`config.mk`:
```
export PLATFORM = sky130hd
export DESIGN_NAME = clk_ctl_i2c_slave
export DESIGN_NICKNAME = d
export VERILOG_FILES = /design/src/rtl/clk_ctl_pkg.sv /design/src/rtl/ctl_line_sync.sv /design/src/rtl/ctl_bus_events.sv /design/src/rtl/ctl_xfer_fsm.sv /design/src/rtl/ctl_reg_bank.sv /design/src/rtl/clk_ctl_i2c_slave.sv
export SDC_FILE = /design/constraint.sdc
export NUM_CORES = 1
export LEC_CHECK = 0
export BUFFER_PORTS_ARGS = -buffer_cell sky130_fd_sc_hd__buf_2
export CORE_ASPECT_RATIO = 2
export CORE_MARGIN = 2
export CORE_UTILIZATION = 50
export DETAILED_ROUTE_END_ITERATION = 8
export HOLD_SLACK_MARGIN = 0.15
export PLACE_DENSITY = 0.69
export SLEW_MARGIN = 40
export SYNTH_ARGS = -nofsm -noshare
export SYNTH_HDL_FRONTEND = slang
export SYNTH_SLANG_ARGS = --single-unit
```
`constraint.sdc`:
```
create_clock -name clk_i -period 2.8 [get_ports clk_i]
set_clock_uncertainty 0.15 [all_clocks]
set_input_delay 0.56 -clock clk_i [delete_from_list [all_inputs] [get_ports clk_i]]
set_output_delay 0.56 -clock clk_i [all_outputs]
set_load 0.1 [all_outputs]
```
`src/rtl/clk_ctl_pkg.sv`:
```
package clk_ctl_pkg;
  localparam int unsigned BYTE_W = 8;

  typedef enum logic [2:0] {
    ST_IDLE,
    ST_ADDR,
    ST_CMD,
    ST_CNT,
    ST_DATA,
    ST_SKIP
  } xfer_st_e;
endpackage

```
`src/rtl/ctl_line_sync.sv`:
```
module ctl_line_sync #(
  parameter int unsigned STAGES = 2,
  parameter int unsigned HOLD   = 2
) (
  input  logic clk_i,
  input  logic rst_ni,
  input  logic scl_i,
  input  logic sda_i,
  output logic scl_s_o,
  output logic scl_f_o,
  output logic sda_s_o
);
  localparam int unsigned CNT_W = $clog2(HOLD + 1);

  logic [STAGES-1:0] scl_ff, sda_ff;
  logic [CNT_W-1:0]  cnt_q;
  logic              scl_f_q;

  always_ff @(posedge clk_i or negedge rst_ni) begin
    if (!rst_ni) begin
      scl_ff <= '1;
      sda_ff <= '1;
    end else begin
      scl_ff <= {scl_ff[STAGES-2:0], scl_i};
      sda_ff <= {sda_ff[STAGES-2:0], sda_i};
    end
  end

  assign scl_s_o = scl_ff[STAGES-1];
  assign sda_s_o = sda_ff[STAGES-1];

  // accept a new SCL level only after HOLD consecutive differing samples
  always_ff @(posedge clk_i or negedge rst_ni) begin
    if (!rst_ni) begin
      scl_f_q <= 1'b1;
      cnt_q   <= '0;
    end else if (scl_s_o == scl_f_q) begin
      cnt_q <= '0;
    end else if (cnt_q == CNT_W'(HOLD - 1)) begin
      scl_f_q <= scl_s_o;
      cnt_q   <= '0;
    end else begin
      cnt_q <= cnt_q + CNT_W'(1);
    end
  end

  assign scl_f_o = scl_f_q;
endmodule

```
`src/rtl/ctl_bus_events.sv`:
```
module ctl_bus_events (
  input  logic clk_i,
  input  logic rst_ni,
  input  logic scl_f_i,
  input  logic sda_s_i,
  output logic start_o,
  output logic stop_o,
  output logic scl_rise_o,
  output logic scl_fall_o
);
  logic scl_q, sda_q;

  always_ff @(posedge clk_i or negedge rst_ni) begin
    if (!rst_ni) begin
      scl_q <= 1'b1;
      sda_q <= 1'b1;
    end else begin
      scl_q <= scl_f_i;
      sda_q <= sda_s_i;
    end
  end

  assign start_o    = scl_f_i & scl_q & sda_q & ~sda_s_i;
  assign stop_o     = scl_f_i & scl_q & ~sda_q & sda_s_i;
  assign scl_rise_o = scl_f_i & ~scl_q;
  assign scl_fall_o = ~scl_f_i & scl_q;
endmodule

```
`src/rtl/ctl_xfer_fsm.sv`:
```
module ctl_xfer_fsm
  import clk_ctl_pkg::*;
#(
  parameter int unsigned NREG     = 3,
  parameter logic [6:0]  SLV_ADDR = 7'h69,
  parameter logic [7:0]  CMD_CODE = 8'h00,
  localparam int unsigned IDX_W   = $clog2(NREG + 1)
) (
  input  logic              clk_i,
  input  logic              rst_ni,
  input  logic              start_i,
  input  logic              stop_i,
  input  logic              scl_rise_i,
  input  logic              scl_fall_i,
  input  logic              sda_s_i,
  output logic              sda_oe_o,
  output logic              wr_en_o,
  output logic [IDX_W-1:0]  wr_idx_o,
  output logic [BYTE_W-1:0] wr_data_o
);
  xfer_st_e          st_q;
  logic [3:0]        bit_cnt_q;
  logic [BYTE_W-1:0] shreg_q;
  logic [BYTE_W-1:0] remain_q;
  logic [IDX_W-1:0]  idx_q;
  logic              in_ack_q, ack_q, oe_q;
  logic              ack_now;

  always_comb begin
    case (st_q)
      ST_ADDR: ack_now = (shreg_q == {SLV_ADDR, 1'b0});
      ST_CMD:  ack_now = (shreg_q == CMD_CODE);
      ST_CNT:  ack_now = 1'b1;
      ST_DATA: ack_now = (remain_q != '0);
      default: ack_now = 1'b0;
    endcase
  end

  // commit at the falling SCL edge that closes an acknowledged data slot
  assign wr_en_o   = scl_fall_i & in_ack_q & ack_q & (st_q == ST_DATA)
                   & (idx_q < IDX_W'(NREG));
  assign wr_idx_o  = idx_q;
  assign wr_data_o = shreg_q;
  assign sda_oe_o  = oe_q;

  always_ff @(posedge clk_i or negedge rst_ni) begin
    if (!rst_ni) begin
      st_q      <= ST_IDLE;
      bit_cnt_q <= '0;
      shreg_q   <= '0;
      remain_q  <= '0;
      idx_q     <= '0;
      in_ack_q  <= 1'b0;
      ack_q     <= 1'b0;
      oe_q      <= 1'b0;
    end else if (start_i || stop_i) begin
      st_q      <= start_i ? ST_ADDR : ST_IDLE;
      bit_cnt_q <= '0;
      in_ack_q  <= 1'b0;
      ack_q     <= 1'b0;
      oe_q      <= 1'b0;
    end else if (st_q == ST_IDLE || st_q == ST_SKIP) begin
      oe_q <= 1'b0;
    end else if (scl_rise_i && !in_ack_q && bit_cnt_q < 4'd8) begin
      shreg_q   <= {shreg_q[BYTE_W-2:0], sda_s_i};
      bit_cnt_q <= bit_cnt_q + 4'd1;
    end else if (scl_fall_i && !in_ack_q && bit_cnt_q == 4'd8) begin
      in_ack_q <= 1'b1;
      ack_q    <= ack_now;
      oe_q     <= ack_now;
    end else if (scl_fall_i && in_ack_q) begin
      in_ack_q  <= 1'b0;
      oe_q      <= 1'b0;
      bit_cnt_q <= '0;
      if (!ack_q) begin
        st_q <= ST_SKIP;
      end else begin
        case (st_q)
          ST_ADDR: st_q <= ST_CMD;
          ST_CMD:  st_q <= ST_CNT;
          ST_CNT: begin
            remain_q <= shreg_q;
            idx_q    <= '0;
            st_q     <= ST_DATA;
          end
          ST_DATA: begin
            remain_q <= remain_q - BYTE_W'(1);
            if (idx_q < IDX_W'(NREG)) idx_q <= idx_q + IDX_W'(1);
          end
          default: st_q <= ST_SKIP;
        endcase
      end
    end
  end
endmodule

```
`src/rtl/ctl_reg_bank.sv`:
```
module ctl_reg_bank
  import clk_ctl_pkg::*;
#(
  parameter int unsigned                NREG    = 3,
  parameter logic [NREG*BYTE_W-1:0]     DEFAULT = '1,
  localparam int unsigned               IDX_W   = $clog2(NREG + 1)
) (
  input  logic                     clk_i,
  input  logic                     rst_ni,
  input  logic                     wr_en_i,
  input  logic [IDX_W-1:0]         wr_idx_i,
  input  logic [BYTE_W-1:0]        wr_data_i,
  output logic [NREG*BYTE_W-1:0]   regs_o
);
  for (genvar g = 0; g < NREG; g++) begin : g_reg
    always_ff @(posedge clk_i or negedge rst_ni) begin
      if (!rst_ni) begin
        regs_o[g*BYTE_W +: BYTE_W] <= DEFAULT[g*BYTE_W +: BYTE_W];
      end else if (wr_en_i && wr_idx_i == IDX_W'(g)) begin
        regs_o[g*BYTE_W +: BYTE_W] <= wr_data_i;
      end
    end
  end
endmodule

```
`src/rtl/clk_ctl_i2c_slave.sv`:
```
module clk_ctl_i2c_slave
  import clk_ctl_pkg::*;
#(
  parameter int unsigned            NREG        = 3,
  parameter logic [6:0]             SLV_ADDR    = 7'h69,
  parameter logic [7:0]             CMD_CODE    = 8'h00,
  parameter int unsigned            SYNC_STAGES = 2,
  parameter int unsigned            SCL_HOLD    = 2,
  parameter logic [NREG*BYTE_W-1:0] DEFAULT     = '1
) (
  input  logic                   clk_i,
  input  logic                   rst_ni,
  input  logic                   scl_i,
  input  logic                   sda_i,
  output logic                   sda_oe_o,
  output logic [NREG*BYTE_W-1:0] ctrl_o
);
  localparam int unsigned IDX_W = $clog2(NREG + 1);

  logic              scl_s, scl_f, sda_s;
  logic              start, stop, scl_rise, scl_fall;
  logic              wr_en;
  logic [IDX_W-1:0]  wr_idx;
  logic [BYTE_W-1:0] wr_data;

  ctl_line_sync #(.STAGES(SYNC_STAGES), .HOLD(SCL_HOLD)) u_sync (
    .clk_i, .rst_ni, .scl_i, .sda_i,
    .scl_s_o(scl_s), .scl_f_o(scl_f), .sda_s_o(sda_s)
  );

  ctl_bus_events u_events (
    .clk_i, .rst_ni, .scl_f_i(scl_f), .sda_s_i(sda_s),
    .start_o(start), .stop_o(stop), .scl_rise_o(scl_rise), .scl_fall_o(scl_fall)
  );

  ctl_xfer_fsm #(.NREG(NREG), .SLV_ADDR(SLV_ADDR), .CMD_CODE(CMD_CODE)) u_fsm (
    .clk_i, .rst_ni, .start_i(start), .stop_i(stop),
    .scl_rise_i(scl_rise), .scl_fall_i(scl_fall), .sda_s_i(sda_s),
    .sda_oe_o, .wr_en_o(wr_en), .wr_idx_o(wr_idx), .wr_data_o(wr_data)
  );

  ctl_reg_bank #(.NREG(NREG), .DEFAULT(DEFAULT)) u_regs (
    .clk_i, .rst_ni, .wr_en_i(wr_en), .wr_idx_i(wr_idx),
    .wr_data_i(wr_data), .regs_o(ctrl_o)
  );
endmodule

```
==> impl_metrics.json, run 1 <==
{
  "hold_depth": 1,
  "dp_hpwl_microns": 4230,
  "worst_slew_pin_slew_ns": 0.605,
  "synth.avg_cell_area_sq_um": 11.9,
  "die_h_microns": 112,
  "cts_max_path_buffers": 2,
  "p_sw_w": 0.000745,
  "final_core_util_pct": 60.6,
  "placed_cells": 330,
  "place_congestion": 0.837,
  "critPathKind": "flop to flop",
  "p_leak_nw": 1.59,
  "syn_area_sq_um": 2920,
  "synthDistinctLibCells": 53,
  "rsz0062_at_grt": "no",
  "antenna_found_initial": 0,
  "syn_nets": 258,
  "num_vias": 2018,
  "root_buffer": "clkbuf_16",
  "status": "finished clean",
  "clk-insertion-delay-late_ns": 0.33,
  "swShare_pct": 27.7,
  "place_ws_ns": 0.719,
  "min_path_type": "input port to flop",
  "cts_sinks": 61,
  "clkPwrFrac_pct": 40.1,
  "required_ns": 2.86,
  "wire_per_inst_microns": 17.4,
  "area_growth_pct": 17.6,
  "yosys_warnings": 0,
  "ys_ff_latch": 61,
  "drive_gt1_share_pct": 41.4,
  "period_needed_ns": 2.08,
  "clock.fmax_mhz": 480,
  "hold_viol": 0,
  "coreArea_sq_um": 5660,
  "fin_tns_setup_ns": 0,
  "path_clk_slew_ns": 0.05,
  "die_x_microns": 58.0,
  "ys.flop_type": "dfstp_2",
  "vdd_drop_max_mv": 0.675,
  "seq_area_frac_synth_pct": 53.7,
  "io_pins": 29,
  "start_kind": "flop",
  "cp-end-kind": "flop",
  "syn_inst": 246,
  "track_usage_pct": 21.0,
  "numPortBuffers": 28,
  "grt_max_degree": 39,
  "floorplan.rows": 39,
  "wirelength_microns": 6010,
  "fillers": 450,
  "max_slew_margin_pct": 59.6,
  "first_pass_iters": 4,
  "crit_fanout": 11,
  "seqPwrFrac_pct": 44.8,
  "combPwrFrac_pct": 15.1,
  "post-route-period-util_pct": 74.4,
  "setup_viol": 0,
  "htree_num_levels": 3,
  "reg2reg_depth": 4,
  "cp.arrival_ns": 2.14,
  "start_util_pct": 51.5,
  "numCtsBuffers": 9,
  "grt_pass1_wl_microns": 10200,
  "drc": 0,
  "cap_viol_max_count": 0,
  "cts_tree": "yes",
  "worst_slack_ns": 0.717,
  "drtIter0Drc": 54,
  "finalMaxSlewViolations": 0,
  "instances_no_fill": 346,
  "internal_power_w": 0.00194,
  "first_global_vias": 2128,
  "vias_per_cell": 5.83,
  "p_per_area_nw_per_um2": 783,
  "grt-ovfl-total": 0,
  "async_flop_share_pct": 100,
  "antenna_cells": 0,
  "final_antenna_net_count": 0,
  "fin_nets": 293,
  "synth_edf_count": 0,
  "dieArea_sq_um": 6500
}
## cells in the mapped netlist (2+ instances only)
cell type | n | area [sq um]
nand2b_1 | 4 | 25.0
nand3_1 | 3 | 15.0
nand2_1 | 7 | 26.3
nor3b_1 | 3 | 22.5
a211oi_1 | 2 | 15.0
dfrtp_1 | 30 | 751
a21oi_1 | 9 | 45.0
ha_1 | 8 | 100
and2_1 | 2 | 12.5
mux2i_1 | 2 | 20.0
o22a_1 | 3 | 26.3
nand4_1 | 2 | 12.5
clkbuf_1 | 4 | 15.0
xor2_1 | 2 | 17.5
a31oi_1 | 2 | 12.5
o22ai_1 | 3 | 18.8
o21ai_0 | 15 | 75.1
dfstp_2 | 31 | 815
buf_6 | 2 | 22.5
nor4_1 | 2 | 12.5
nor3_1 | 8 | 40.0
nand2_4 | 3 | 33.8
and3b_1 | 2 | 17.5
buf_2 | 2 | 10.0
mux2_2 | 32 | 360
a41oi_1 | 3 | 26.3
nor2_1 | 17 | 63.8
inv_1 | 15 | 56.3
nor2b_1 | 4 | 25.0
## cell usage in the layout (no fill, tap or decap), types with 3 or more instances in the layout
cell,instances
nor3_1,8
inv_1,15
nor2b_1,4
buf_4,3
nand2_1,7
o22a_1,3
nor2_1,17
dfstp_2,31
o22ai_1,3
nor3b_1,3
nand2b_1,4
mux2_2,32
nand2_4,3
clkbuf_16,9
buf_2,28
o21ai_0,15
a41oi_1,3
nand3_1,3
ha_1,8
dfrtp_1,30
a21oi_1,9
## registers in the layout (all words and copies together), names as in the netlist
| register | cells |
|---|---|
| u_fsm.st_q | 3 |
| u_regs.regs_o | 24 |
| u_fsm.bit_cnt_q | 4 |
| u_fsm.remain_q | 8 |
| u_sync.cnt_q | 2 |
| u_events.scl_q | 1 |
| u_sync.scl_ff | 2 |
| u_fsm.wr_data_o | 8 |
| u_fsm.ack_q | 1 |
| u_fsm.sda_oe_o | 1 |
| u_sync.sda_ff | 2 |
| u_events.sda_q | 1 |
| u_sync.scl_f_o | 1 |
| u_fsm.in_ack_q | 1 |
| u_fsm.wr_idx_o | 2 |
## through the flow
step                cell area [sq um]  total power [W]  hold slack (ns)
floorplan                        2920          0.00145            0.114
global placement                 3120          0.00161            0.195
detailed placement               3120          0.00162            0.197
CTS                              3430          0.00272            0.171
global route                     3430          0.00282            0.176
finish                           3430          0.00269            0.183
## power by group through the flow
stage | Sequential (W) | Clock, W | Combinational [W]
finish | 0.00120 | 0.00108 | 0.000405
global route | 0.00123 | 0.00114 | 0.000450
CTS | 0.00120 | 0.00110 | 0.000412
detailed placement | 0.00122 | 0 | 0.000408
global placement | 0.00121 | 0 | 0.000399
floorplan | 0.00110 | 0 | 0.000343
## final timing paths
check,start,endpoint,slack [ns]
setup / recovery,u_fsm.st_q[0],u_fsm.wr_data_o[7],0.72
hold / removal,scl_i,u_sync.scl_ff[0],0.18
setup reg to reg,u_fsm.st_q[0],u_fsm.wr_data_o[7],0.72
hold reg to reg,u_sync.scl_ff[0],u_sync.scl_ff[1],0.20
max in group asynchronous,rst_ni,u_regs.regs_o[12],1.21
min in group asynchronous,rst_ni,u_fsm.wr_data_o[6],0.62
## critical path, cell delays in order (launching register included)
cell and delay (ns):
dfrtp_1 0.46, xor2_1 0.20, or2_2 0.34, nand2_1 0.42, mux2_2 0.40
## cells by family after synthesis
family / after synthesis / synth area share (%)
buffers and inverters: 24 / 3.82
xor gates and xnor gates: 3 / 0.901
AOI/OAI and AO/OA: 47 / 10.5
muxes: 35 / 13.6
adders and majority gates: 8 / 3.43
and+or+nand+nor: 68 / 14.2
DFF: 61 / 53.7
## layout make-up
| type | instances | area [sq um] | area share (%) |
|---|---|---|---|
| multi-input cells | 161 | 1240 | 36.3 |
| repair buffers | 33 | 193 | 5.62 |
| clock inverters | 2 | 35.0 | 1.02 |
| inverters | 15 | 56.3 | 1.64 |
| flip-flops and latches | 61 | 1570 | 45.6 |
| well taps | 61 | 76.3 | 2.23 |
| clock buffers | 13 | 260 | 7.59 |
## repair_timing
action / 4_1_cts / 5_1_grt
resized for setup: 0 / 0
hold buffers: 1 / 0
hold endpoints to repair: 14 / 0
buffers inserted: 0 / 0
## routing by layer
| layer | vias up | global-route usage (%) | part of all wire (%) |
|---|---|---|---|
| met5 | - | 0 | 0 |
| li1 | 955 | - | - |
| met4 | 0 | 11.6 | 3.3 |
| met2 | 38 | 36.3 | 56 |
| met3 | 18 | 5.07 | 3.4 |
| met1 | 1007 | 22.8 | 38 |
No activity file was read; power rests on OpenSTA's default activity.
==> run 2, diff against run 1 <==
- clock period: 2.8 -> 2.05 ns (I/O delays scaled with it)
==> impl_metrics.json, run 2 (synthesis gave the netlist of run 1 again) <==
{
  "status": "finished clean",
  "numPortBuffers": 28,
  "drc": 0,
  "clock.fmax_mhz": 515,
  "rsz0062_at_grt": "no",
  "worst_slew_pin_slew_ns": 0.494,
  "crit_fanout": 10,
  "required_ns": 2.16,
  "largest_register_ff_count": 24,
  "finalMaxSlewViolations": 0,
  "cts_max_path_buffers": 2,
  "area_growth_pct": 22.6,
  "start_kind": "flop",
  "worst_slack_ns": 0.107,
  "clk-insertion-delay-late_ns": 0.33,
  "cts_tree": "yes",
  "min_path_type": "flop to flop",
  "regMostFlops": "u_regs.regs_o",
  "root_buffer": "clkbuf_16",
  "hold_viol": 0,
  "p_per_area_nw_per_um2": 1100,
  "antenna_found_initial": 0,
  "grt_max_degree": 53,
  "setup_viol": 0,
  "fin_nets": 309,
  "hold_ws_ns": 0.204,
  "drive_gt1_share_pct": 43.7,
  "die_x_microns": 58.0,
  "first_global_vias": 2119,
  "wire_per_inst_microns": 17.8,
  "cpMaxStageDelayCell": "dfrtp_1",
  "place_congestion": 0.847,
  "dieArea_sq_um": 6500,
  "grt_pass1_wl_microns": 10700,
  "slowest_delay_ns": 0.49,
  "coreArea_sq_um": 5660,
  "numCtsBuffers": 9,
  "place_ws_ns": 0.131,
  "fin_tns_setup_ns": 0,
  "max_slew_margin_pct": 67.3,
  "cp.arrival_ns": 2.06,
  "cap_viol_max_count": 0,
  "rr_startpoint": "u_fsm.st_q[2]",
  "cp-end-kind": "flop",
  "p_leak_nw": 1.68,
  "dp_hpwl_microns": 4570,
  "vias_per_cell": 5.78,
  "antenna_cells": 0,
  "cts_sinks": 61,
  "worstPathCellList": "or3b_1 -> nor3_4 -> nand2_4 -> mux2_4",
  "drtIter0Drc": 85,
  "final_cell_mix": "mux2_2 (32), dfstp_2 (31), dfrtp_1 (30)",
  "ctsResizeCount": 0,
  "critPathKind": "flop to flop",
  "reg2reg_depth": 4,
  "num_vias": 2099,
  "reg2reg_to": "u_regs.regs_o[6]",
  "first_pass_iters": 4,
  "hold_buffers": 3,
  "crit_start": "u_fsm.st_q[2]",
  "start_util_pct": 51.5,
  "cts_setup_buffers": 0,
  "crit_path_end": "u_regs.regs_o[6]",
  "htree_num_levels": 3,
  "period_needed_ns": 1.94,
  "die_h_microns": 112,
  "track_usage_pct": 22.4,
  "final_common_cell": "mux2_2",
  "post-route-period-util_pct": 94.8,
  "path_clk_slew_ns": 0.05,
  "floorplan.rows": 39,
  "final_antenna_net_count": 0,
  "vdd_drop_max_mv": 1.08,
  "final_core_util_pct": 63.2,
  "io_pins": 29,
  "grt-ovfl-total": 0,
  "wirelength_microns": 6450,
  "reg2reg_slack_ns": 0.11
}
## run 2: cell count changes in the layout (fill, tap and decap cells not counted)
| cell | delta |
|---|---|
| buf_4 | +14 |
| bufinv_16 | +1 |
| clkbuf_8 | -1 |
| clkinvlp_4 | +1 |
| dlygate4sd3_1 | +2 |
| o21bai_1 | +1 |
| o21bai_2 | -1 |
## run 2: power breakdown
part,total [W],leakage (nW),switching [W],internal [W]
Combinational,0.000772,0.805,0.000400,0.000372
Clock,0.00162,0.153,0.000522,0.00109
Sequential,0.00156,0.725,0.000190,0.00137
Total,0.00394,1.68,0.00111,0.00283
## run 2: worst min path at each step
stage	slack, ns	cells past startpoint	startpoint	endpoint
after CTS	0.20	0	u_sync.scl_ff[0]	u_sync.scl_ff[1]
after global routing	0.21	0	u_sync.scl_ff[0]	u_sync.scl_ff[1]
after global placement	0.14	1	rst_ni	u_sync.cnt_q[1]
after detailed placement	0.15	1	rst_ni	u_sync.cnt_q[1]
after floorplan	-0.04	0	rst_ni	u_fsm.ack_q
final	0.20	0	u_sync.scl_ff[0]	u_sync.scl_ff[1]
## run 2: through the flow
stage               power (W)  instances  area, sq um
CTS                   0.00398        363         3570
detailed placement    0.00233        344         3230
floorplan             0.00198        246         2920
finish                0.00394        363         3570
global route          0.00413        363         3570
global placement      0.00232        344         3230
## run 2: worst max-delay path: cells and delay by family, from the launching register on
| kind | cells | cell delay (ns) |
|---|---|---|
| DFF | 1 | 0.49 |
| muxes | 1 | 0.32 |
| and+or+nand+nor | 3 | 0.91 |
## run 2: area by class of cell
type                            count  area, sq um
Clock buffer                       12          246
Inverter                           15         56.3
Multi-Input combinational cell    161         1240
Tap cell                           61         76.3
Fill cell                         449         2090
Timing Repair Buffer               49          318
Clock inverter                      4         72.6
Sequential cell                    61         1570
## run 2: metal layers
metal	GRT usage (%)	part of all wire [%]
met5	0	0
met4	12.9	3.7
met3	5.41	3.1
met2	38.3	56
met1	24.4	37
==> run 3, diff against run 2 <==
- PLACE_DENSITY: 0.69 -> 0.72
- clock period: 2.05 -> 1.59 ns (I/O delays scaled with it)
==> impl_metrics.json, run 3 (synthesis gave the netlist of run 1 again) <==
{
  "drtIter0Drc": 180,
  "clkPwrFrac_pct": 35.5,
  "drive_gt1_share_pct": 61.3,
  "grt-ovfl-total": 0,
  "status": "complete, but fails checks",
  "path_clk_slew_ns": 0.05,
  "period_needed_ns": 1.88,
  "placed_area_sq_um": 3880,
  "multi_input_area_sq_um": 1560,
  "slowest_delay_ns": 0.45,
  "vdd_drop_max_mv": 1.30,
  "crit_fanout": 10,
  "internal_power_w": 0.00416,
  "fin_tns_setup_ns": -10.05,
  "seqPwrFrac_pct": 31.4,
  "cpMaxStageDelayCell": "and3b_1",
  "die_h_microns": 112,
  "drc": 0,
  "rsz0062_at_grt": "yes",
  "place_ws_ns": -0.277,
  "p_leak_nw": 2.01,
  "fillers": 233,
  "worst_slack_ns": -0.295,
  "numCtsBuffers": 9,
  "track_usage_pct": 27.8,
  "root_buffer": "clkbuf_16",
  "final_common_cell": "buf_4",
  "die_x_microns": 58.0,
  "max_slew_margin_pct": 68.8,
  "final_cell_mix": "buf_4 (47), mux2_2 (32), dfstp_2 (31)",
  "cap_viol_max_count": 0,
  "critPathKind": "flop to flop",
  "place_congestion": 0.916,
  "total_power_w": 0.00602,
  "dp_hpwl_microns": 5240,
  "min_path_type": "flop to flop",
  "setup_viol": 51,
  "worst_slew_pin_slew_ns": 0.464,
  "p_sw_w": 0.00186,
  "area_growth_pct": 60.0,
  "htree_num_levels": 3,
  "clk-insertion-delay-late_ns": 0.34,
  "reg2reg_slack_ns": -0.29,
  "wirelength_microns": 9790,
  "p_per_area_nw_per_um2": 1290,
  "clock.fmax_mhz": 531,
  "swShare_pct": 30.9,
  "cp.arrival_ns": 1.94,
  "antenna_found_initial": 0,
  "seq_area_sq_um": 1570,
  "final_antenna_net_count": 0,
  "cp-end-kind": "flop",
  "grt_pass1_wl_microns": 13200,
  "first_global_vias": 2601,
  "numPortBuffers": 28,
  "cts_sinks": 61,
  "regMostFlops": "u_regs.regs_o",
  "finalMaxSlewViolations": 0,
  "coreArea_sq_um": 5660,
  "wire_per_inst_microns": 23.9,
  "cts_max_path_buffers": 2,
  "hold_ws_ns": 0.204,
  "vias_per_cell": 6.27,
  "final_area_sq_um": 4670,
  "dieArea_sq_um": 6500,
  "num_vias": 2570,
  "grt_max_degree": 25,
  "violations": "negative setup slack",
  "io_pins": 29,
  "worstPathCellList": "buf_4 -> and3b_1 -> o21bai_4 -> a211oi_2 -> a21oi_1",
  "combPwrFrac_pct": 33.0,
  "required_ns": 1.64,
  "start_kind": "flop",
  "start_util_pct": 51.5,
  "antenna_cells": 0,
  "first_pass_iters": 4,
  "floorplan.rows": 39,
  "fin_nets": 356,
  "hold_viol": 0,
  "post-route-period-util_pct": 119,
  "cts_tree": "yes",
  "largest_register_ff_count": 24
}
-- run 3: final timing paths --
check                            startpoint                 to  cells after the start
setup / recovery              u_fsm.st_q[1]  u_fsm.remain_q[1]                      5
hold / removal             u_sync.scl_ff[0]   u_sync.scl_ff[1]                      0
setup reg to reg              u_fsm.st_q[1]  u_fsm.remain_q[1]                      5
hold reg to reg            u_sync.scl_ff[0]   u_sync.scl_ff[1]                      0
max in group asynchronous            rst_ni   u_regs.regs_o[0]                      3
min in group asynchronous            rst_ni    u_sync.cnt_q[1]                      2
-- run 3: worst max-delay path, delay by kind of cell (launching register included) --
kind / cells / cell delay [ns]
flops: 1 / 0.37
compound gates: 3 / 0.54
buf+inv: 1 / 0.22
simple gates: 1 / 0.45
-- run 3: cell type report --
class                      instances  share of cell area [%]
clock buffer                      10                    5.12
clock inverter                     6                    1.85
inverter                          15                    1.21
multi-input combinational        165                    33.4
sequential                        61                    33.6
tap                               61                    1.64
timing repair buffer              92                    23.3
-- run 3: repair_timing --
action / 4_1_cts / 5_1_grt
buffers inserted: 6 / 4
hold buffers: 3 / 0
setup endpoints to repair: 51 / 52
cloned: 2 / 2
gates resized for setup: 25 / 39
pin swaps: 11 / 14
endpoints found under the hold margin: 44 / 0
-- run 3: power by group through the flow --
| stage | clock network (W) | logic [W] | registers [W] |
|---|---|---|---|
| floorplan | 0 | 0.000656 | 0.00195 |
| global placement | 0 | 0.00137 | 0.00188 |
| detailed placement | 0 | 0.00141 | 0.00189 |
| CTS | 0.00213 | 0.00168 | 0.00187 |
| global route | 0.00221 | 0.00208 | 0.00190 |
| finish | 0.00214 | 0.00199 | 0.00189 |
-- run 3: stage by stage --
step           util [%]  cells
3_5_place_dp       68.6    377
2_1_floorplan         -    246
3_3_place_gp       68.6    377
4_1_cts            77.7    404
6_report           82.4    410
5_1_grt            82.4    410
-- run 3: routing by layer --
metal	vias up	GRT usage (%)	wire length, microns
li1	1082	-	-
met1	1304	27.9	3260
met2	129	48.1	5460
met3	55	6.80	415
met4	0	19.1	650
met5	-	0	0
